<file path="src/rtl/serial_crc_pkg.sv">
// Package: constants shared by the serial CRC-32 engine.
// Assumes an MSB-first register form of the Ethernet polynomial.
package serial_crc_pkg;
    localparam int          CRC_W    = 32;
    localparam logic [31:0] CRC_POLY = 32'h04C11DB7;
    localparam logic [31:0] CRC_SEED = 32'hFFFF_FFFF;
    localparam logic [31:0] CRC_RESIDUE = 32'hC704DD7B;
endpackage

</file>
<file path="src/rtl/crc_shift_reg.sv">
// Module: crc_shift_reg
// A W-bit shift register with XOR feedback taps. It advances by one message
// bit on each `step` and returns to the seed on `init`.
// Assumes: init has priority over step. The register is never read before
// the first init, because reset also seeds it.
module crc_shift_reg #(
    parameter int          W    = 32,
    parameter logic [W-1:0] POLY = 32'h04C11DB7,
    parameter logic [W-1:0] SEED = '1
) (
    input  logic         clk,
    input  logic         rst_n,
    input  logic         init,
    input  logic         step,
    input  logic         din,
    output logic [W-1:0] state
);
    logic         feedback;
    logic [W-1:0] next_state;

    // Feedback is the outgoing top bit XOR the incoming message bit.
    always_comb begin
        feedback   = state[W-1] ^ din;
        next_state = {state[W-2:0], 1'b0} ^ (feedback ? POLY : '0);
    end

    // Register update: seed on reset or init, shift on step.
    always_ff @(posedge clk) begin
        if (!rst_n)     state <= SEED;
        else if (init)  state <= SEED;
        else if (step)  state <= next_state;
    end


    preset_on_init_chk: assert property (@(posedge clk) disable iff (!rst_n)
        init |=> (state == SEED));

    hold_without_step_chk: assert property (@(posedge clk) disable iff (!rst_n)
        (!init && !step) |=> $stable(state));
endmodule

</file>
<file path="src/rtl/bit_budget_counter.sv">
// Module: bit_budget_counter
// Counts down the number of bits left in a frame. It marks the frame active
// while bits remain, and pulses `done` one cycle after the final bit.
// Assumes: load may arrive at any time and restarts the count. A load value
// of zero leaves the counter idle.
module bit_budget_counter #(
    parameter int CNT_W = 8
) (
    input  logic             clk,
    input  logic             rst_n,
    input  logic             load,
    input  logic [CNT_W-1:0] load_val,
    input  logic             consume,
    output logic             busy,
    output logic             done
);
    logic [CNT_W-1:0] remaining;
    logic             last_bit;

    // The final bit of the frame is consumed in this cycle.
    assign last_bit = busy && consume && !load && (remaining == CNT_W'(1));

    // Budget and activity: load restarts, each consumed bit decrements.
    always_ff @(posedge clk) begin
        if (!rst_n) begin
            remaining <= '0;
            busy      <= 1'b0;
        end else if (load) begin
            remaining <= load_val;
            busy      <= (load_val != '0);
        end else if (busy && consume) begin
            remaining <= remaining - CNT_W'(1);
            if (remaining == CNT_W'(1)) busy <= 1'b0;
        end
    end

    // Completion strobe, registered one cycle after the last bit.
    always_ff @(posedge clk) begin
        if (!rst_n) done <= 1'b0;
        else        done <= last_bit;
    end


    done_single_pulse_chk: assert property (@(posedge clk) disable iff (!rst_n)
        done |=> !done);

    done_after_last_chk: assert property (@(posedge clk) disable iff (!rst_n)
        (busy && consume && !load && remaining == CNT_W'(1)) |=> (done && !busy));

    idle_stays_idle_chk: assert property (@(posedge clk) disable iff (!rst_n)
        (!busy && !load) |=> (!busy && $stable(remaining)));
endmodule

</file>
<file path="src/rtl/serial_frame_crc.sv">
// Module: serial_frame_crc (top)
// Bit-serial CRC-32 over frames of a known length, processed while the bits
// stream in. Generate mode reports the inverted, bit-reversed register.
// Verify mode also consumes the 32 received check bits and compares the
// register with the fixed residue.
// Assumes: frame_len lies in 12..64 and is valid in the start cycle.
module serial_frame_crc
    import serial_crc_pkg::*;
#(
    parameter int LEN_W = 7
) (
    input  logic             clk,
    input  logic             rst_n,
    input  logic             start,
    input  logic             check_mode,
    input  logic [LEN_W-1:0] frame_len,
    input  logic             bit_valid,
    input  logic             bit_in,
    output logic             done,
    output logic [CRC_W-1:0] crc_out,
    output logic             crc_ok
);
    localparam int CNT_W = LEN_W + 1;

    logic             busy;
    logic             step;
    logic             verify_q;
    logic [CNT_W-1:0] budget;
    logic [CRC_W-1:0] crc_state;

    // Bit budget for this frame: the payload, plus the check field when verifying.
    assign budget = CNT_W'(frame_len) + (check_mode ? CNT_W'(CRC_W) : '0);

    // A bit is consumed only inside a frame, and never in a start cycle.
    assign step = busy && bit_valid && !start;

    // Mode capture: check_mode is sampled only when a frame starts.
    always_ff @(posedge clk) begin
        if (!rst_n)     verify_q <= 1'b0;
        else if (start) verify_q <= check_mode;
    end

    crc_shift_reg #(.W(CRC_W), .POLY(CRC_POLY), .SEED(CRC_SEED)) u_lfsr (
        .clk   (clk),
        .rst_n (rst_n),
        .init  (start),
        .step  (step),
        .din   (bit_in),
        .state (crc_state)
    );

    bit_budget_counter #(.CNT_W(CNT_W)) u_budget (
        .clk      (clk),
        .rst_n    (rst_n),
        .load     (start),
        .load_val (budget),
        .consume  (bit_valid),
        .busy     (busy),
        .done     (done)
    );

    // Output order: invert and reverse, so bit 0 is the first bit on the wire.
    for (genvar i = 0; i < CRC_W; i++) begin : g_reflect
        assign crc_out[i] = ~crc_state[CRC_W-1-i];
    end

    // Verify result, presented only together with the done strobe.
    assign crc_ok = done && verify_q && (crc_state == CRC_RESIDUE);


    ok_only_with_done_chk: assert property (@(posedge clk) disable iff (!rst_n)
        crc_ok |-> done);

    idle_output_hold_chk: assert property (@(posedge clk) disable iff (!rst_n)
        (!busy && !start) |=> $stable(crc_out));
endmodule

</file>
<file path="config.mk">
export PLATFORM = sky130hd
export DESIGN_NAME = serial_frame_crc
export DESIGN_NICKNAME = d
export VERILOG_FILES = /design/src/rtl/serial_crc_pkg.sv /design/src/rtl/crc_shift_reg.sv /design/src/rtl/bit_budget_counter.sv /design/src/rtl/serial_frame_crc.sv
export SDC_FILE = /design/constraint.sdc
export NUM_CORES = 1
export LEC_CHECK = 0
export BUFFER_PORTS_ARGS = -buffer_cell sky130_fd_sc_hd__clkbuf_2
export CORE_MARGIN = 5
export CORE_UTILIZATION = 35
export CTS_BUF_LIST = sky130_fd_sc_hd__clkbuf_8
export DETAILED_ROUTE_END_ITERATION = 12
export PLACE_DENSITY_LB_ADDON = 0.05
export RECOVER_POWER = 50
export SYNTH_ARGS = -nofsm -noshare
export SYNTH_HDL_FRONTEND = slang
export SYNTH_SLANG_ARGS = --single-unit
</file>
<file path="constraint.sdc">
create_clock -name clk -period 1.55 [get_ports clk]
set_input_delay 0.0775 -clock clk [delete_from_list [all_inputs] [get_ports clk]]
set_output_delay 0.0775 -clock clk [all_outputs]
set_load 0.05 [all_outputs]
</file>
==> results.txt <==
----------------------------------------------------
[Global routing]
  Initial antenna violation count ... 0
  Largest net degree at the start of global routing ... 33
  Tot GR Track Use ... 14.5%
  Wire length of the first global-routing pass ... ~8400 um
  Overflow after GRT ... 0
  Number of global-route vias before repair ... approximately 1.7k

[Critical path]
  Endpoint of the worst-slack reg-to-reg timing path ... u_budget.busy$_SDFFE_PN0P_
  CP endpoint kind ... primary output
  Crit path arrival time ... around 1600 ps
  Launch point of the worst reg-to-reg path ... u_budget.remaining[3]$_SDFFE_PN0P_
  WS Path Type ... register to primary output
  Setup slack on the worst flop-to-flop path ... about 40 ps
  WP data required ... about 1500 ps
  Maximum fanout along the worst path ... 2
  Nature of the critical path startpoint ... register
  Depth of the worst register-to-register path ... 3

[Layout]
  Synth-to-Final Area Change ... 27.4%
  Nets ... 310
  Utilization after layout ... about 46%
  Proportion of layout cells with a drive suffix above 1 ... 18.5%
  Count of fill cells added during filler insertion ... 591
  Final antenna diode count ... 0
  Total non-filler cell area in the finished layout ... approximately 2600 um2
  Final Non-Filler Cells ... about 360

[Timing]
  Final cycle utilization of the critical path ... 106%
  Slew of the pin with the lowest slew margin ... between 600 and 700 ps
  Count of final max-slew check failures ... 0
  Time the worst path needs with I/O delays and setup ... ~1700 ps
  Worst slew margin relative to its limit ... about 57%
  Setup violation total in the final timing report ... 1
  Final Skew ... around 5.1 ps
  Hold slack ... around 44 ps
  Number of hold violations in the final report ... 0
  Peak clock frequency supported by timing ... ~0.6 GHz
  Minimum setup slack in the final design ... -100 ps
  Unrepaired setup endpoints after global routing ... yes

[Routing]
  Met2 routed wirelength ... between 2000 and 2500 um
  First drt pass iteration count ... 4
  Detailed Route WL ... roughly 5000 um
  Routed vias ... 1741
  Via-to-Cell Ratio ... 4.78
  Uppermost metal layer occupied by signal nets ... met4
  DRC Markers ... 0
  Drt wl/cell ... ~14 um
  Sum of met3 wire segment lengths after detailed routing ... about 260 um
  1st-iter DRT viols ... 86
  Antenna-violating nets left ... 0
  Routed metal-1 wire length ... 2560 um

[Yosys]
  Flop and latch count out of synthesis ... 43
  Share of flip-flops with an asynchronous set or reset ... 0%
  Gate count after technology mapping ... around 240
  Top-count cell post-synth ... dfxtp_1
  Sequential share of the synthesized area ... a little over two fifths
  Area of the mapped netlist ... about 2000 um2
  Library cell with the largest summed area after synthesis ... dfxtp_1
  Most frequent cells after synthesis ... dfxtp_1 (43), inv_1 (37), nand2_1 (24)
  Synth unique cells ... 38
  Post-synth EDFFs ... 0
  Mean cell area of the mapped netlist ... roughly 8.4 um2
  Mapped Nets ... about 260
  Number of warnings printed during yosys synthesis ... 0
  Most used flip-flop cell after synthesis ... dfxtp_1
  Proportion of netlist area held by the largest area contributor ... 42.9%
  Top area cells in the synthesized netlist ... dfxtp_1 (43%), o211ai_1 (7.5%), inv_1 (6.9%), xnor2_1 (6.6%), o21ai_0 (5.0%)

[Clock network]
  Total CTS buffers ... 5
  Worst-Skew Late Latency ... 290 ps
  Clock slew at the register clock pins of the worst setup and hold paths ... around 80 ps
  Buffer type at the clock tree root ... clkbuf_8
  Number of H-tree branching levels ... 2
  CTS Sinks ... 43
  Clock tree from TritonCTS ... built
  Max Root-Sink Buffers ... 2

[Placement]
  Global placement routability congestion ... 0.737
  Post-placement cell area ... 2420 um2
  Number of instances in the placed design ... approximately 360
  Buffers added on ports ... 46
  Post-place setup slack ... -17.1 ps
  Placed wire-length estimate ... approximately 3600 um

[Run]
  Maximum capacitance violations ... 0

[Power]
  Cell Pwr Density ... approximately 940 nW/um2
  Maximum resistive drop on vdd ... 0.000336 V
  Pleak ... approximately 0.0012 uW

[Min path]
  Cells on Worst Hold Path ... 3
  Hold Crit Class ... input port to register
  Worst Hold Endpoint ... u_budget.remaining[1]$_SDFFE_PN0P_
  Origin of the worst min-delay path ... frame_len[1]

[Die]
  Die outline width ... 85.7 um
  Starting utilization of the core area ... between 30% and 40%
  Number of placement rows ... 27
  Placeable core region ... 5540 um2
  Total die area ... 7340 um2
  Die extent in y ... 85.7 um
  Number of top-level pins ... between 40 and 50

[Run status]
  Violations in the final reports ... negative setup slack
  Outcome ... finished with violations

----------------------------------------------------
what timing repair did:
item | CTS | global route
pin swaps | 6 | 2
hold buffers | 0 | 0
setup buffers | 1 | 0
resized for setup | 11 | 6
endpoints found under the setup margin | 15 | 3
critical path: stages, from the launching register on:
cell and delay, ps:
dfxtp_2 330, nor4bb_2 330, nand4_1 200, nor4_4 240, buf_12 180
metal layers:
metal | global-route usage [%] | vias to the layer above
met4 | 3.88 | 0
met2 | 22.7 | 35
li1 | - | 923
met1 | 19.7 | 777
met3 | 4.03 | 6
met5 | 0 | -
flip-flops by register name (all words and copies together) (netlist names):
register,flops
u_budget.busy,1
u_budget.done,1
verify_q,1
u_lfsr.state,32
u_budget.remaining,8
power breakdown:
group | internal, uW | switching, uW | total (uW)
Combinational | 142 | 251 | 393
Clock | 466 | 358 | 824
Sequential | 1150 | 37.1 | 1180
cell usage in the layout (no fill, tap or decap), types with 4 or more instances in the layout:
cell and count:
dfxtp_1 37, a21oi_1 14, ha_1 4, o211ai_1 20, nand2_1 24, o21ai_0 20
clkbuf_1 32, nand2b_1 4, a31oi_1 5, clkbuf_8 5, buf_4 12, xnor2_1 14
clkbuf_2 13, dfxtp_2 5, inv_1 38
logic make-up after synthesis:
| group | count (synthesis) | synth area share (%) |
|---|---|---|
| xor gates and xnor gates | 15 | 6.55 |
| muxes | 1 | 0.499 |
| buffers and inverters | 51 | 9.74 |
| DFF | 43 | 42.9 |
| AOI/OAI and AO/OA | 66 | 20.5 |
| adders and majority gates | 5 | 3.12 |
| and+or+nand+nor | 58 | 16.6 |
layout make-up:
class | count | area (um2) | area share (%)
clock buffers | 5 | 68.8 | 2.69
multi-input cells | 145 | 1040 | 40.6
clock inverters | 2 | 33.8 | 1.32
inverters | 37 | 139 | 5.44
repair buffers | 60 | 314 | 12.3
flip-flops and latches | 43 | 871 | 34.1
well taps | 72 | 90.1 | 3.53
worst max path at each step:
| stage | start | endpoint | slack (ps) |
|---|---|---|---|
| after global placement | u_lfsr.state[2]$_SDFFE_PP1P_ | crc_ok | -30 |
| after detailed placement | u_lfsr.state[31]$_SDFFE_PP1P_ | u_lfsr.state[10]$_SDFFE_PP1P_ | -20 |
| after floorplan | u_budget.remaining[5]$_SDFFE_PN0P_ | u_budget.busy$_SDFFE_PN0P_ | 2 |
| after CTS | u_lfsr.state[7]$_SDFFE_PP1P_ | crc_ok | -130 |
| after global routing | u_lfsr.state[19]$_SDFFE_PP1P_ | crc_ok | -190 |
| final | u_lfsr.state[7]$_SDFFE_PP1P_ | crc_ok | -100 |
metrics by stage:
step	power, uW	setup TNS (ps)
2_1_floorplan	1480	0
3_3_place_gp	1600	-45.7
3_5_place_dp	1600	-140
4_1_cts	2450	-126
5_1_grt	2530	-206
6_report	2400	-100
Power figures use the tool's default switching activity.
